$ cat src/rtl/tx_tag_pad_pkg.sv
package tx_tag_pad_pkg;

    // Byte source selected for the output register.
    typedef enum logic [1:0] {
        ST_PASS = 2'd0,
        ST_TAG  = 2'd1,
        ST_PAD  = 2'd2
    } src_state_e;

endpackage

$ cat src/rtl/tx_tag_pad_tagsel.sv
module tx_tag_pad_tagsel #(
    parameter int TAG_BYTES = 4,
    localparam int IW = (TAG_BYTES > 1) ? $clog2(TAG_BYTES) : 1
) (
    input  logic [8*TAG_BYTES-1:0] tag_word,
    input  logic [IW-1:0]          idx,
    output logic [7:0]             tag_byte
);

    logic [7:0] lanes [TAG_BYTES];

    // Lane 0 is the most significant byte of the tag word.
    for (genvar g = 0; g < TAG_BYTES; g++) begin : g_lane
        assign lanes[g] = tag_word[8*(TAG_BYTES-1-g) +: 8];
    end

    assign tag_byte = lanes[idx];

endmodule

$ cat src/rtl/tx_tag_pad_ctrl.sv
module tx_tag_pad_ctrl
    import tx_tag_pad_pkg::*;
#(
    parameter int TAG_BYTES = 4,
    parameter int ADDR_LEN  = 12,
    parameter int MIN_LEN   = 60,
    localparam int IW = (TAG_BYTES > 1) ? $clog2(TAG_BYTES) : 1,
    localparam int CW = $clog2(MIN_LEN + 1)
) (
    input  logic          clk,
    input  logic          rst_n,
    input  logic          cfg_tag_all,
    input  logic [7:0]    tag_byte,
    output logic [IW-1:0] tag_idx,
    input  logic          in_valid,
    output logic          in_ready,
    input  logic [7:0]    in_data,
    input  logic          in_sof,
    input  logic          in_eof,
    input  logic          in_tag_req,
    output logic          out_valid,
    input  logic          out_ready,
    output logic [7:0]    out_data,
    output logic          out_sof,
    output logic          out_eof,
    output logic          err_short
);

    localparam logic [CW-1:0] ADDR_C = CW'(ADDR_LEN);
    localparam logic [CW-1:0] MIN_C  = CW'(MIN_LEN);
    localparam logic [IW-1:0] LAST_T = IW'(TAG_BYTES - 1);

    typedef struct packed {
        src_state_e    st;
        logic [CW-1:0] cnt;       // bytes emitted in this frame, saturating
        logic [IW-1:0] tidx;      // next tag byte index
        logic          ins;       // insertion still pending for this frame
        logic          eof_seen;  // last input byte already taken before tag
        logic          ov;
        logic [7:0]    od;
        logic          osof;
        logic          oeof;
        logic          err;
    } ctrl_t;

    ctrl_t q, d;

    logic          adv;
    logic [CW-1:0] base_c;
    logic [CW-1:0] nxt_c;
    logic          ins_now;

    function automatic logic [CW-1:0] bump(input logic [CW-1:0] c);
        return (c >= MIN_C) ? MIN_C : c + 1'b1;
    endfunction

    assign adv      = !q.ov || out_ready;
    assign in_ready = adv && (q.st == ST_PASS);

    always_comb begin
        d       = q;
        d.err   = 1'b0;
        base_c  = '0;
        nxt_c   = '0;
        ins_now = 1'b0;
        if (adv) begin
            d.ov = 1'b0;
            unique case (q.st)
                ST_PASS: begin
                    if (in_valid) begin
                        base_c  = in_sof ? '0 : q.cnt;
                        ins_now = in_sof ? (cfg_tag_all | in_tag_req) : q.ins;
                        nxt_c   = bump(base_c);
                        d.ov    = 1'b1;
                        d.od    = in_data;
                        d.osof  = in_sof;
                        d.oeof  = 1'b0;
                        d.cnt   = nxt_c;
                        d.ins   = ins_now;
                        if (ins_now && (nxt_c == ADDR_C)) begin
                            d.st       = ST_TAG;
                            d.tidx     = '0;
                            d.eof_seen = in_eof;
                            d.ins      = 1'b0;
                        end else if (in_eof) begin
                            d.err = ins_now;
                            d.ins = 1'b0;
                            if (nxt_c < MIN_C) begin
                                d.st = ST_PAD;
                            end else begin
                                d.oeof = 1'b1;
                            end
                        end
                    end
                end
                ST_TAG: begin
                    nxt_c  = bump(q.cnt);
                    d.ov   = 1'b1;
                    d.od   = tag_byte;
                    d.osof = 1'b0;
                    d.oeof = 1'b0;
                    d.cnt  = nxt_c;
                    d.tidx = q.tidx + 1'b1;
                    if (q.tidx == LAST_T) begin
                        if (!q.eof_seen) begin
                            d.st = ST_PASS;
                        end else if (nxt_c < MIN_C) begin
                            d.st = ST_PAD;
                        end else begin
                            d.st   = ST_PASS;
                            d.oeof = 1'b1;
                        end
                    end
                end
                ST_PAD: begin
                    nxt_c  = bump(q.cnt);
                    d.ov   = 1'b1;
                    d.od   = 8'h00;
                    d.osof = 1'b0;
                    d.oeof = 1'b0;
                    d.cnt  = nxt_c;
                    if (nxt_c >= MIN_C) begin
                        d.oeof = 1'b1;
                        d.st   = ST_PASS;
                    end
                end
                default: d.st = ST_PASS;
            endcase
        end
    end

    always_ff @(posedge clk) begin
        if (!rst_n) begin
            q <= '0;
        end else begin
            q <= d;
        end
    end

    assign tag_idx   = q.tidx;
    assign out_valid = q.ov;
    assign out_data  = q.od;
    assign out_sof   = q.osof;
    assign out_eof   = q.oeof;
    assign err_short = q.err;

    // a stalled output byte must not change.
    a_r6_hold_stalled: assert property (@(posedge clk) disable iff (!rst_n)
        (out_valid && !out_ready) |=> (out_valid && $stable(out_data)
                                       && $stable(out_sof) && $stable(out_eof)));

    // a start marker only on the first byte of a frame.
    a_r1_sof_first: assert property (@(posedge clk) disable iff (!rst_n)
        (out_valid && out_sof) |-> (q.cnt == CW'(1)));

    // no frame ends below the minimum length.
    a_r2_eof_len: assert property (@(posedge clk) disable iff (!rst_n)
        (out_valid && out_eof) |-> (q.cnt >= MIN_C));

    // the first tag byte leaves right after the address fields.
    a_r3_tag_offset: assert property (@(posedge clk) disable iff (!rst_n)
        (q.st == ST_TAG && q.tidx == '0 && out_valid) |-> (q.cnt == ADDR_C));

    // the short-frame error is a single-cycle pulse.
    a_r7_err_pulse: assert property (@(posedge clk) disable iff (!rst_n)
        err_short |=> !err_short);

endmodule

$ cat src/rtl/tx_tag_pad.sv
module tx_tag_pad #(
    parameter int TAG_BYTES = 4,
    parameter int ADDR_LEN  = 12,
    parameter int MIN_LEN   = 60
) (
    input  logic                   clk,
    input  logic                   rst_n,
    input  logic                   cfg_tag_all,
    input  logic [8*TAG_BYTES-1:0] cfg_tag,
    input  logic                   in_valid,
    output logic                   in_ready,
    input  logic [7:0]             in_data,
    input  logic                   in_sof,
    input  logic                   in_eof,
    input  logic                   in_tag_req,
    output logic                   out_valid,
    input  logic                   out_ready,
    output logic [7:0]             out_data,
    output logic                   out_sof,
    output logic                   out_eof,
    output logic                   err_short
);

    localparam int IW = (TAG_BYTES > 1) ? $clog2(TAG_BYTES) : 1;

    logic [IW-1:0] tag_idx;
    logic [7:0]    tag_byte;

    tx_tag_pad_tagsel #(
        .TAG_BYTES (TAG_BYTES)
    ) u_tagsel (
        .tag_word (cfg_tag),
        .idx      (tag_idx),
        .tag_byte (tag_byte)
    );

    tx_tag_pad_ctrl #(
        .TAG_BYTES (TAG_BYTES),
        .ADDR_LEN  (ADDR_LEN),
        .MIN_LEN   (MIN_LEN)
    ) u_ctrl (
        .clk         (clk),
        .rst_n       (rst_n),
        .cfg_tag_all (cfg_tag_all),
        .tag_byte    (tag_byte),
        .tag_idx     (tag_idx),
        .in_valid    (in_valid),
        .in_ready    (in_ready),
        .in_data     (in_data),
        .in_sof      (in_sof),
        .in_eof      (in_eof),
        .in_tag_req  (in_tag_req),
        .out_valid   (out_valid),
        .out_ready   (out_ready),
        .out_data    (out_data),
        .out_sof     (out_sof),
        .out_eof     (out_eof),
        .err_short   (err_short)
    );

endmodule

$ cat config.mk
export PLATFORM = sky130hd
export DESIGN_NAME = tx_tag_pad
export DESIGN_NICKNAME = d
export VERILOG_FILES = /design/src/rtl/tx_tag_pad_pkg.sv /design/src/rtl/tx_tag_pad_tagsel.sv /design/src/rtl/tx_tag_pad_ctrl.sv /design/src/rtl/tx_tag_pad.sv
export SDC_FILE = /design/constraint.sdc
export NUM_CORES = 1
export LEC_CHECK = 0
export ABC_AREA = 1
export ABC_CLOCK_PERIOD_IN_PS = 1600
export BUFFER_PORTS_ARGS = -buffer_cell sky130_fd_sc_hd__buf_4
export CORE_ASPECT_RATIO = 1.5
export CORE_MARGIN = 2
export CORE_UTILIZATION = 44
export DETAILED_ROUTE_END_ITERATION = 16
export PLACE_DENSITY = 0.73
export SYNTH_ARGS = -nofsm -noshare
export SYNTH_HDL_FRONTEND = slang
export SYNTH_SLANG_ARGS = --single-unit
$ cat constraint.sdc
create_clock -name clk -period 1.6 [get_ports clk]
set_input_delay 0.16 -clock clk [delete_from_list [all_inputs] [get_ports clk]]
set_output_delay 0.16 -clock clk [all_outputs]
set_load 0.005 [all_outputs]
* Yosys cells after proc, flatten, opt, wreduce, memory -nomap -nowiden
Cells that the tools add are included.
** Storage, ports and cells
- Register bits after elaboration :: 24
- Input port bits :: 48
- Output and inout port bits :: 13
- Logic and storage cells :: 82
** Operators by class
- Add/subtract/negate cells :: 3
- Magnitude comparators :: 6
- Equality and inequality tests :: 10
- Muxes and demuxes :: 30
- Bitwise gates (word level) :: 7
- Reduce and logical (&&, ||, !) cells :: 16
** Operators with widths (number)
- one-hot mux 11 bit (3 select lines) :: 1
- 2-to-1 mux 24 bit :: 1
- 2-to-1 mux 2 bit :: 10
- >= comparator 6 bit, second input constant :: 3
- 2-to-1 mux 6 bit :: 3
- binary-select mux 8 bit (select 2 bit) :: 1
- 2-to-1 mux 8 bit :: 2
- adder 6 x 1 -> 6 bit, second input constant :: 2
- less-than comparator 6 bit, second input constant :: 2
- one-hot mux 6 bit (2 select lines) :: 1
- 2-to-1 mux 1 bit :: 9
- AND reduction 3 bit :: 3
- AND reduction 4 bit :: 2
- equality test 6 x 4 -> 1 bit, second input constant :: 1
- inequality test 3 bit, second input constant :: 2
- one-hot mux 2 bit (3 select lines) :: 1
- AND reduction 6 bit :: 1
- OR reduction 6 bit :: 1
- NOT 1 bit :: 5
- equality test 2 bit, second input constant :: 2
- inequality test 2 x 1 -> 1 bit, second input constant :: 2
- inequality test 2 bit, second input constant :: 2
- one-hot mux 2 bit (2 select lines) :: 1
- nonzero test 2 bit :: 2
- other kinds (11) :: 12

* Longest topological paths before layout
Gate-level depths: netlist of the first run.
- Word-level depth :: 9
- Depth in mapped cells :: 18
- Depth with buffers taken out :: 17

* By module
A second synthesis of the first run with hierarchy kept.
** Second synthesis, totals
- Cells, all modules :: 322
- Area total of the unflattened synthesis :: 1984.4 um^2
** By module, submodules not included
- tx_tag_pad_ctrl :: instances 1, cells an instance 228, area each 1589.0 um^2, sequential area each 480.5 um^2
- tx_tag_pad_tagsel :: instances 1, cells an instance 94, area each 395.4 um^2, sequential area each 0.0 um^2

* Worst setup path before layout of the first run
No wires, ideal clock.
- Kind :: register to register
- Start :: register u_ctrl.q[16] (netlist name)
- End :: register u_ctrl.q[22] (netlist name)
- Library setup time :: 0.114 ns
- Data arrival time :: 1.516 ns
- Required time :: 1.486 ns
- Slack :: -0.030 ns
- Cell stages (with the launch flop) :: 13
- Path buffers :: 0
- Period minus slack after synthesis :: 1.630 ns
- Cell sequence :: dfxtp_1 nand2_1 inv_1 ha_1 nand3_2 o21ai_1 nand3_1 nor2_1 nand2_2 nand3_2 nand2_2 nor2_1 nor2_2
** Between the ends
- Longest elaborated chain between the ends :: 8
** Ends and longest elaborated chain
- start: declaration :: RTL line tx_tag_pad_ctrl.sv:46 : ctrl_t q, d;
- start signal: assignment :: RTL line tx_tag_pad_ctrl.sv:134 : q <= '0;
- start signal: assignment :: RTL line tx_tag_pad_ctrl.sv:136 : q <= d;
- branches (longest 8 deep; another with adder 6 x 1 -> 6 bit)
Several ways; the timed one is not identified. The select of a mux whose other input is x is not followed.
A chain may end at the register's enable or synchronous reset.

* Worst setup path in the final report of the first run
- Start :: register u_ctrl.q[19] (netlist name)
- End :: register u_ctrl.q[23] (netlist name)
** Between the ends
- Longest elaborated chain between the ends :: 8
** Ends and longest elaborated chain
- branches (longest 8 deep; another with adder 6 x 1 -> 6 bit)
Several ways; the timed one is not identified. The select of a mux whose other input is x is not followed.

==> flow_summary.json, run 1 <==
{
  "run_status": "complete, but fails checks",
  "failed_checks": "setup timing",
  "critical_path.n_buffers_inverters": 0,
  "timing_worst_setup_path_type": "flop to flop",
  "die-area_um2": 4600,
  "finalWeightedCongestion": 0.907,
  "grt_pass1_wl_um": 8980,
  "internal_power_mw": 2.16,
  "syn-mean-instance-area_um2": 6.41,
  "synth_enable_flop_cells": 0,
  "globalRouteOverflowTotal": 0,
  "num_rows": 28,
  "switching_power_mw": 1.61,
  "final_cell_count_no_fill": 408,
  "placement.io_buffers": 60,
  "top_signal_layer_used": "met4",
  "synth_cell_type_count": 27,
  "number_of_violations_of_the_max_capacitance_limit": 0,
  "layout.cell_area.non_filler_um2": 2710,
  "post-route-worst-setup-slack_ns": -0.138,
  "nNetsFinal": 419,
  "synth-async-reset-ratio_pct": 0,
  "worst_setup_path_start_kind": "flop",
  "critPathMostFrequentCell": "sky130_fd_sc_hd__nand2_2",
  "critPathSlowestCell": "sky130_fd_sc_hd__dfxtp_1",
  "final.min_clock_period_ns": 1.74,
  "synth_sequential_area_ratio_pct": 26.9,
  "groute.usage.overall_pct": 24.2,
  "leakagePower_nw": 1.25,
  "clk_pin_slew_ns": 0.09,
  "fill_cells": 328,
  "routed-wl-met3_um": 256,
  "insertion_delay_ns": 0.27,
  "pwr-share-seq_pct": 25.1,
  "worst_setup_path_end_kind": "flop",
  "dp.final_hpwl_um": 4150,
  "cts-root-to-sink-buffers": 2,
  "grt_start_max_net_pins": 18,
  "synth_xor_xnor_area_share_pct": 0,
  "clkSinkCount": 24,
  "drt-pass1-iter-count": 5,
  "max_freq_mhz": 575,
  "layout_cell_share_with_drive_strength_beyond_1_pct": 45.5,
  "critical_path_arrival_ns": 1.91,
  "min_path_type": "primary input to flop",
  "setup-violations-final": 6,
  "dp.cells": 397,
  "antenna_violating_nets_post_route": 0,
  "wl_met1_um": 2160,
  "area.growth.synth_to_final_pct": 51.5,
  "mean_routed_wirelength_per_cell_um": 13.9,
  "cell_at_the_root_of_the_clock_tree": "sky130_fd_sc_hd__clkbuf_8",
  "synthAdderAreaFrac_pct": 4.90,
  "synth.net_count": 334,
  "critical_path_required_ns": 1.78,
  "postSynthCellCount": 279,
  "max-slew-margin-rel_pct": 71.7,
  "crit_share_post_route_pct": 109,
  "die_h_um": 82.1,
  "grt_antenna_before_repair": 0,
  "worst_pin_slew_ns": 0.422,
  "most-common-layout-cells": "100 x sky130_fd_sc_hd__buf_4, 38 x sky130_fd_sc_hd__nor2_1, 34 x sky130_fd_sc_hd__nand2_1, 28 x sky130_fd_sc_hd__a21oi_1, 22 x sky130_fd_sc_hd__o21ai_0",
  "finalWirelength_um": 5680,
  "clock_power_share_pct": 11.3,
  "synth_compound_gate_area_share_pct": 24.3,
  "first_global_vias": 2152,
  "route.detailed.vias_per_inst": 5.48,
  "synth.mux.area_fraction_pct": 0,
  "final_max_slew_viol_count": 0,
  "critical-path-top-delay-family": "simple AND/OR/NAND/NOR gates",
  "num_vias": 2237,
  "power_per_cell_area_nw_per_um2": 1390,
  "yosysWarningCount": 0,
  "io_pins": 61,
  "detailed_place.area_um2": 2440,
  "drc": 0,
  "cts_inserted_buffers": 3,
  "wl_met2_um": 3120,
  "power_switching_share_pct": 42.7,
  "fin_skew_ns": 0.00194,
  "pre_cts_setup_slack_ns": -0.130,
  "ir_worst_vdd_uv": 1030,
  "initial_drc_count": 83,
  "finalHoldViolCount": 0,
  "initial_core_util_pct": 45.6,
  "layout.cells.most_common": "sky130_fd_sc_hd__buf_4",
  "n_antenna_cell": 0,
  "synth-main-ff-cell": "sky130_fd_sc_hd__dfxtp_1",
  "critical_path.max_fanout": 6,
  "cp_cell_sequence": "nand2_1 -> nor2_2 -> nand2_2 -> nand2_2 -> nand2_2 -> nor2_2 -> nand3_2 -> nand2_2 -> nand3_2 -> nand2_4 -> nand2_2 -> nand2_2 -> nor2_2",
  "largest_family_of_logic_cells_by_synthesized_area": "simple AND/OR/NAND/NOR gates",
  "grt_setup_unrepaired": "true",
  "coreArea_um2": 3920,
  "ys_ff_latch": 24,
  "die_w_um": 56.1,
  "comb_power_share_pct": 63.6,
  "cell_area_after_technology_mapping_um2": 1790,
  "synth_simple_gate_area_share_pct": 30.2,
  "h_tree_level_count": 1,
  "crit_path_max_incr_delay_ns": 0.45,
  "tritoncts": "yes"
}
==> tightest hold or removal path: stages <==
cell,delay (ns)
sky130_fd_sc_hd__buf_4,0.08
sky130_fd_sc_hd__a21oi_1,0.05
sky130_fd_sc_hd__a21oi_1,0.12
==> cell families (layout without fill, tap and decap cells) <==
kind of cell	count (synthesis)	in the layout
flip-flops	24	24
adder cells (fa/ha/maj)	7	7
AO/OA/AOI/OAI	75	75
AND/OR/NAND/NOR	122	122
buffers and inverters	51	135
==> through the flow <==
stage	hold WS, ns	total power [mW]	util [%]	setup TNS [ns]
2_1_floorplan	0.291	2.10	-	0
3_3_place_gp	0.437	2.98	62.1	-0.315
3_5_place_dp	0.444	3.00	62.1	-0.697
4_1_cts	0.166	3.54	65.2	-0.580
5_1_grt	0.179	4.03	69.0	-1.42
6_report	0.168	3.76	69.0	-0.473
==> power groups by stage <==
stage	clock network, mW	logic [mW]	registers (mW)
global route	0.445	2.61	0.971
detailed placement	0	2.06	0.939
finish	0.426	2.39	0.944
floorplan	0	1.20	0.901
global placement	0	2.05	0.934
CTS	0.433	2.18	0.926
==> cells in the mapped netlist, types with 2 or more instances <==
master                      n  share of area [%]
sky130_fd_sc_hd__a21oi_1   29                8.1
sky130_fd_sc_hd__a221oi_1   3                1.5
sky130_fd_sc_hd__a31oi_1    3                1.0
sky130_fd_sc_hd__buf_2      4                1.1
sky130_fd_sc_hd__buf_4     10                4.2
sky130_fd_sc_hd__clkbuf_1   7                1.5
sky130_fd_sc_hd__clkinv_1   2               0.42
sky130_fd_sc_hd__dfxtp_1   24                 27
sky130_fd_sc_hd__ha_1       7                4.9
sky130_fd_sc_hd__inv_1     24                5.0
sky130_fd_sc_hd__inv_2      2               0.42
sky130_fd_sc_hd__nand2_1   44                9.2
sky130_fd_sc_hd__nand2_2    5                1.7
sky130_fd_sc_hd__nand3_1   12                3.4
sky130_fd_sc_hd__nand3_2    4                2.2
sky130_fd_sc_hd__nand4_1    6                2.1
sky130_fd_sc_hd__nor2_1    45                9.4
sky130_fd_sc_hd__nor2_2     5                1.7
sky130_fd_sc_hd__o21ai_0   26                7.3
sky130_fd_sc_hd__o21ai_1    3               0.84
sky130_fd_sc_hd__o32ai_1    8                3.9
==> final cells by class <==
| type | count | area, µm² | area share, % |
|---|---|---|---|
| tap | 45 | 56.3 | 2.08 |
| sequential | 24 | 487 | 18.0 |
| multi-input combinational | 204 | 1210 | 44.9 |
| inverter | 29 | 114 | 4.20 |
| clock buffer | 4 | 55.1 | 2.03 |
| timing repair buffer | 102 | 782 | 28.9 |
==> routing by layer <==
layer / global-route usage [%] / vias up
met2: 47.4 / 74
li1: - / 1102
met4: 10.5 / 0
met1: 24.7 / 1047
met3: 4.57 / 14
met5: 0 / -
==> path summary, 6_finish.rpt <==
path | startpoint | to | slack, ns | cells past startpoint
hold / removal | in_data[6] | u_ctrl.out_data[6] | 0.17 | 3
setup reg to reg | u_ctrl.q[19] | u_ctrl.q[23] | -0.14 | 13
setup / recovery | u_ctrl.q[19] | u_ctrl.q[23] | -0.14 | 13
hold reg to reg | u_ctrl.q[12] | u_ctrl.q[12] | 0.47 | 2
==> flip-flops by register name, summed over array words and instances (netlist names) <==
signal	count
u_ctrl.out_sof	1
u_ctrl.err_short	1
u_ctrl.out_eof	1
u_ctrl.tag_idx	2
u_ctrl.q	10
u_ctrl.out_data	8
u_ctrl.out_valid	1
==> timing repair <==
action	in CTS	in global routing
resized for setup	13	39
pin swaps	9	24
buffers inserted	3	4
endpoints found under the setup margin	7	22
hold buffers	0	0
Note: power is estimated with default switching activity, not from simulation.
==> inputs of run 2 (changes only) <==
ABC_CLOCK_PERIOD_IN_PS = 2250   (was 1600)
PLACE_DENSITY = 0.7   (was 0.73)
clock period = 2.25 ns   (was 1.6 ns; I/O delays follow)
==> run 2 against run 1 <==
  * The flow now finishes without violations
  * Core utilization fell by 12 points
  * Power fell by 45%
  * Register-to-register slack improved by 0.51 ns
  * Critical path depth fell by 1
  * First-iteration DRC count rose by 1.2%
  * Sequential cell count did not move
  * Combinational power fell by 52%
  * Sequential share of layout area rose by 3.6 points
  * Wire length fell by 16%
  * Largest cell class unchanged
==> flow_summary.json, run 2 (same netlist as run 1, synthesis figures left out) <==
{
  "layout.cells.most_common": "sky130_fd_sc_hd__buf_4",
  "die_w_um": 56.1,
  "crit_start": "u_ctrl.q[16]",
  "critical_path.max_fanout": 6,
  "n_antenna_cell": 0,
  "h_tree_level_count": 1,
  "route.detailed.vias_per_inst": 5.31,
  "fill_cells": 406,
  "cts_repair_resize_count": 0,
  "nNetsFinal": 380,
  "final_cell_count_no_fill": 368,
  "critical_path_required_ns": 2.41,
  "num_rows": 28,
  "final.min_clock_period_ns": 1.88,
  "first_global_vias": 1959,
  "leakagePower_nw": 1.02,
  "initial_drc_count": 84,
  "tns_ns": 0,
  "critical_path_arrival_ns": 2.04,
  "regMostFlops": "u_ctrl.q",
  "max_freq_mhz": 532,
  "tritoncts": "yes",
  "reg2reg_from": "u_ctrl.q[16]",
  "crit_share_post_route_pct": 83.6,
  "grt_antenna_before_repair": 0,
  "post_cts_hold_buffer_count": 0,
  "cell_at_the_root_of_the_clock_tree": "sky130_fd_sc_hd__clkbuf_8",
  "clkSinkCount": 24,
  "area.growth.synth_to_final_pct": 24.5,
  "finalHoldViolCount": 0,
  "coreArea_um2": 3920,
  "min-delay-start": "in_data[4]",
  "die_h_um": 82.1,
  "dp.cells": 365,
  "dp.final_hpwl_um": 3830,
  "drt-pass1-iter-count": 4,
  "groute.usage.overall_pct": 21.9,
  "finalWirelength_um": 4790,
  "worst_pin_slew_ns": 0.527,
  "cts-root-to-sink-buffers": 2,
  "final_max_slew_viol_count": 0,
  "grt_setup_unrepaired": "false",
  "initial_core_util_pct": 45.6,
  "worst_setup_path_start_kind": "flop",
  "io_pins": 61,
  "setup-violations-final": 0,
  "grt_pass1_wl_um": 8180,
  "clk_pin_slew_ns": 0.08,
  "postcts_setup_bufs": 0,
  "insertion_delay_ns": 0.26,
  "fin_skew_ns": 0.00317,
  "number_of_violations_of_the_max_capacitance_limit": 0,
  "ir_worst_vdd_uv": 494,
  "power_per_cell_area_nw_per_um2": 932,
  "min_path_type": "primary input to flop",
  "cts_inserted_buffers": 3,
  "mean_routed_wirelength_per_cell_um": 13.0,
  "globalRouteOverflowTotal": 0,
  "grt_start_max_net_pins": 20,
  "timing_worst_setup_path_type": "flop to flop",
  "finalWeightedCongestion": 0.888,
  "worst_setup_path_end_kind": "flop",
  "num_vias": 1954,
  "antenna_violating_nets_post_route": 0,
  "layout_cell_share_with_drive_strength_beyond_1_pct": 26.3,
  "drc": 0,
  "die-area_um2": 4600,
  "most-common-layout-cells": "63 x sky130_fd_sc_hd__buf_4, 45 x sky130_fd_sc_hd__nor2_1, 44 x sky130_fd_sc_hd__nand2_1, 29 x sky130_fd_sc_hd__a21oi_1, 26 x sky130_fd_sc_hd__o21ai_0",
  "max-slew-margin-rel_pct": 64.8,
  "largest_register_ff_count": 10,
  "placement.io_buffers": 60,
  "run_status": "completed"
}
-- run 2: cell types whose count changed in the layout (fill, tap and decap cells not counted), moves of 5 or more --
cell | before | now
sky130_fd_sc_hd__nor2_2 | 10 | 5
sky130_fd_sc_hd__nor2_1 | 38 | 45
sky130_fd_sc_hd__nand3_1 | 7 | 12
sky130_fd_sc_hd__inv_1 | 19 | 24
sky130_fd_sc_hd__nand2_1 | 34 | 44
sky130_fd_sc_hd__nand2_2 | 13 | 5
sky130_fd_sc_hd__buf_4 | 100 | 63
sky130_fd_sc_hd__inv_2 | 7 | 2
-- run 2: per-layer routing --
layer  vias up  GRT usage [%]  routed length (µm)
li1       1016              -                   -
met1       860           25.4                2010
met2        69           41.2                2470
met3         9           2.20                 208
met4         0           8.10                 100
met5         -              0                   0
-- run 2: path summary, 6_finish.rpt --
path | endpoint | slack [ns] | cells after the start
hold / removal | u_ctrl.out_data[4] | 0.24 | 3
setup / recovery | u_ctrl.q[23] | 0.37 | 12
setup reg to reg | u_ctrl.q[23] | 0.37 | 12
hold reg to reg | u_ctrl.q[12] | 0.47 | 2
-- run 2: through the flow --
stage	utilization, %	setup WS (ns)	hold WS [ns]	total power, mW	instance area (µm²)
floorplan	-	0.605	0.363	1.49	1790
global placement	55.7	0.394	0.440	1.82	2180
detailed placement	55.7	0.363	0.449	1.83	2180
CTS	56.7	0.392	0.240	2.09	2230
global route	56.7	0.186	0.248	2.28	2230
finish	56.7	0.369	0.243	2.07	2230
-- run 2: worst max-delay path: stages, from the launching register on --
cell                      delay [ns]
sky130_fd_sc_hd__dfxtp_1        0.43
sky130_fd_sc_hd__nand2_1        0.12
sky130_fd_sc_hd__inv_1          0.07
sky130_fd_sc_hd__ha_1           0.18
sky130_fd_sc_hd__nand3_2        0.10
sky130_fd_sc_hd__o21ai_1        0.14
sky130_fd_sc_hd__nand3_1        0.14
sky130_fd_sc_hd__nor2_1         0.13
sky130_fd_sc_hd__nand2_1        0.08
sky130_fd_sc_hd__nand2_1        0.06
sky130_fd_sc_hd__o21ai_0        0.13
sky130_fd_sc_hd__nor2_1         0.16
sky130_fd_sc_hd__nor2_2         0.05
-- run 2: power by group --
| group | internal (mW) | switching, mW |
|---|---|---|
| clock | 0.119 | 0.127 |
| sequential | 0.562 | 0.113 |
| combinational | 0.471 | 0.682 |
-- run 2: area by class of cell --
| cell class | instances | area (µm²) | area share [%] |
|---|---|---|---|
| sequential | 24 | 480 | 21.6 |
| multi-input combinational | 204 | 1060 | 47.7 |
| tap | 45 | 56.3 | 2.53 |
| inverter | 29 | 114 | 5.12 |
| timing repair buffer | 63 | 473 | 21.2 |
| clock buffer | 3 | 41.3 | 1.85 |
==> inputs of run 3 (changes only) <==
ABC_AREA = 0   (was 1)
ABC_CLOCK_PERIOD_IN_PS = 1500   (was 2250)
PLACE_DENSITY = 0.73   (was 0.7)
clock period = 1.5 ns   (was 2.25 ns; I/O delays follow)
==> run 3 against run 2 <==
  * The run now ends with setup timing left
  * Worst hold slack lost 0.079 ns
  * Via count grew 7.5%
  * Power grew 3.8%
  * Clock power grew 140%
  * Design area grew 37%
  * Critical path depth shrank 4
  * Critical path type unchanged
  * Critical endpoint is now u_ctrl.q[12]
  * Largest cell class unchanged
==> flow_summary.json, run 3 <==
{
  "r2r_cells": 8,
  "crit_start": "u_ctrl.q[17]",
  "globalRouteOverflowTotal": 0,
  "synth_cell_type_count": 52,
  "worst_hold_path.num_cells": 3,
  "run_status": "complete, but fails checks",
  "num_vias": 2101,
  "setup-violations-final": 19,
  "tritoncts": "yes",
  "power_per_cell_area_nw_per_um2": 705,
  "regMostFlops": "u_ctrl.q",
  "syn-mean-instance-area_um2": 8.92,
  "failed_checks": "setup timing",
  "grt_setup_unrepaired": "true",
  "max_freq_mhz": 471,
  "clk_pin_slew_ns": 0.10,
  "finalHoldViolCount": 0,
  "worst_setup_path_start_kind": "flop",
  "post-route-worst-setup-slack_ns": -0.623,
  "endpoint_of_the_worst_register_to_register_path": "u_ctrl.q[12]",
  "synth_simple_gate_area_share_pct": 19.0,
  "postSynthCellCount": 198,
  "post-synth-top-area-cell": "sky130_fd_sc_hd__dfxtp_1",
  "leakagePower_nw": 1.22,
  "route.detailed.vias_per_inst": 6.27,
  "cts_inserted_buffers": 3,
  "synth_enable_flop_cells": 0,
  "crit_share_post_route_pct": 142,
  "final.min_clock_period_ns": 2.12,
  "pwr-share-seq_pct": 33.4,
  "n_antenna_cell": 0,
  "grt_antenna_before_repair": 0,
  "power.total_mw": 2.15,
  "clock_power_share_pct": 27.7,
  "synth_sequential_area_ratio_pct": 27.2,
  "mean_routed_wirelength_per_cell_um": 21.2,
  "number_of_violations_of_the_max_capacitance_limit": 0,
  "largest_family_of_logic_cells_by_synthesized_area": "compound AO/OA/AOI/OAI gates",
  "synth_most_common_cell": "sky130_fd_sc_hd__dfxtp_1",
  "area.growth.synth_to_final_pct": 72.9,
  "synthAdderAreaFrac_pct": 4.96,
  "ys_top_cells_by_count": "24 x sky130_fd_sc_hd__dfxtp_1, 17 x sky130_fd_sc_hd__nor2_1, 12 x sky130_fd_sc_hd__nand2_1",
  "die-area_um2": 4550,
  "synth.top_cells.by_area": "sky130_fd_sc_hd__dfxtp_1 27%, sky130_fd_sc_hd__mux4_2 10%, sky130_fd_sc_hd__ha_1 5.0%",
  "clkSinkCount": 24,
  "worst_pin_slew_ns": 0.462,
  "synth-main-ff-cell": "sky130_fd_sc_hd__dfxtp_1",
  "min_path_type": "primary input to flop",
  "max-slew-margin-rel_pct": 69.2,
  "synth-async-reset-ratio_pct": 0,
  "die_h_um": 81.6,
  "placement.io_buffers": 60,
  "yosysWarningCount": 0,
  "layout_cell_share_with_drive_strength_beyond_1_pct": 63.8,
  "die_w_um": 55.7,
  "tns_ns": -4.75,
  "largest_register_ff_count": 10,
  "num_rows": 28,
  "critical_path.max_fanout": 4,
  "coreArea_um2": 3890,
  "antenna_violating_nets_post_route": 0,
  "grt_pass1_wl_um": 8940,
  "insertion_delay_ns": 0.27,
  "synth_xor_xnor_area_share_pct": 0,
  "grt_start_max_net_pins": 15,
  "timing_worst_setup_path_type": "flop to flop",
  "ff2ff_setup_slack_ns": -0.62,
  "min_delay_worst_endpoint": "u_ctrl.out_data[5]",
  "critical_path_required_ns": 1.71,
  "reg2reg_from": "u_ctrl.q[17]",
  "finalWeightedCongestion": 0.817,
  "min-delay-start": "in_data[5]",
  "synth_compound_gate_area_share_pct": 25.5,
  "layout.cells.most_common": "sky130_fd_sc_hd__buf_4",
  "synth.net_count": 253,
  "drt-pass1-iter-count": 4,
  "internal_power_mw": 1.49,
  "comb_power_share_pct": 38.9,
  "critical_path_arrival_ns": 2.34,
  "first_global_vias": 1982,
  "initial_drc_count": 102,
  "ir_worst_vdd_uv": 587,
  "drc": 0,
  "synth.mux.area_fraction_pct": 10.8,
  "nNetsFinal": 346,
  "ys_ff_latch": 24,
  "switching_power_uw": 667,
  "h_tree_level_count": 1,
  "fin_skew_ns": 0.00305,
  "cell_at_the_root_of_the_clock_tree": "sky130_fd_sc_hd__clkbuf_8",
  "io_pins": 61,
  "worst_setup_path_end_kind": "flop",
  "most-common-layout-cells": "98 x sky130_fd_sc_hd__buf_4, 18 x sky130_fd_sc_hd__dfxtp_1, 14 x sky130_fd_sc_hd__nor2_1, 13 x sky130_fd_sc_hd__buf_6, 12 x sky130_fd_sc_hd__nand2_1",
  "cell_area_after_technology_mapping_um2": 1770,
  "dp.final_hpwl_um": 3940,
  "finalWirelength_um": 7090,
  "yosys.area.top_type_share_pct": 27.2,
  "final_max_slew_viol_count": 0,
  "power_switching_share_pct": 31.0,
  "initial_core_util_pct": 45.4,
  "cts-root-to-sink-buffers": 2,
  "groute.usage.overall_pct": 25.1
}
[run 3: worst max path at each step]
stage | end | cells past startpoint | slack, ns
after detailed placement | u_ctrl.q[12] | 8 | -0.56
after floorplan | u_ctrl.tag_idx[1] | 8 | -0.40
final | u_ctrl.q[12] | 8 | -0.62
after global routing | u_ctrl.q[12] | 8 | -0.81
after global placement | u_ctrl.tag_idx[1] | 8 | -0.50
after CTS | u_ctrl.tag_idx[1] | 8 | -0.51
[run 3: timing repair]
item,in CTS,in global routing
cloned,0,1
buffers inserted,8,2
pin swaps,18,16
endpoints found under the setup margin,23,23
hold buffers,0,0
gates resized for setup,48,36
[run 3: critical path, stage by stage (launching register included)]
cell and delay [ns]:
sky130_fd_sc_hd__dfxtp_2 0.34, sky130_fd_sc_hd__nor2b_4 0.16, sky130_fd_sc_hd__ha_4 0.22, sky130_fd_sc_hd__nand4bb_1 0.20
sky130_fd_sc_hd__a311oi_2 0.32, sky130_fd_sc_hd__nand4bb_4 0.18, sky130_fd_sc_hd__buf_6 0.16, sky130_fd_sc_hd__or3_1 0.34
sky130_fd_sc_hd__a21oi_2 0.13
[run 3: logic make-up (layout without fill, tap and decap cells)]
kind of cell / Yosys count / count (layout)
and+or+nand+nor: 65 / 65
AOI/OAI and AO/OA: 58 / 58
buffers and inverters: 35 / 127
DFF: 24 / 24
muxes: 9 / 9
adders and majority gates: 7 / 7
[run 3: cell type report]
type	instances	area, µm²
multi-input cells	139	1460
inverters	9	38.8
clock buffers	3	41.3
repair buffers	114	937
clock inverters	1	30.0
flip-flops and latches	24	490
well taps	45	56.3
fillers	219	836
[run 3: power groups by stage]
stage | Sequential, mW | Clock (mW) | Combinational (mW)
finish | 0.719 | 0.596 | 0.837
global route | 0.722 | 0.630 | 0.881
CTS | 0.713 | 0.581 | 0.691
detailed placement | 0.729 | 0 | 0.577
global placement | 0.729 | 0 | 0.571
floorplan | 0.723 | 0 | 0.310
[run 3: per-stage QoR]
step / setup WS, ns / hold WS, ns / utilization, % / instances / cell area [µm²]
final: -0.623 / 0.164 / 78.5 / 335 / 3050
after global routing: -0.810 / 0.163 / 78.5 / 335 / 3050
after CTS: -0.508 / 0.156 / 72.7 / 332 / 2830
after detailed placement: -0.555 / 0.451 / 63.1 / 320 / 2450
after global placement: -0.503 / 0.443 / 63.1 / 320 / 2450
after floorplan: -0.397 / 0.305 / - / 198 / 1790
[run 3: per-layer routing]
metal / vias to the layer above / routed length (µm) / global-route usage, %
met1: 1010 / 2470 / 25.9
met2: 125 / 3860 / 46.9
li1: 933 / - / -
met5: - / 0 / 0
met4: 0 / 384 / 16.1
met3: 33 / 377 / 4.25
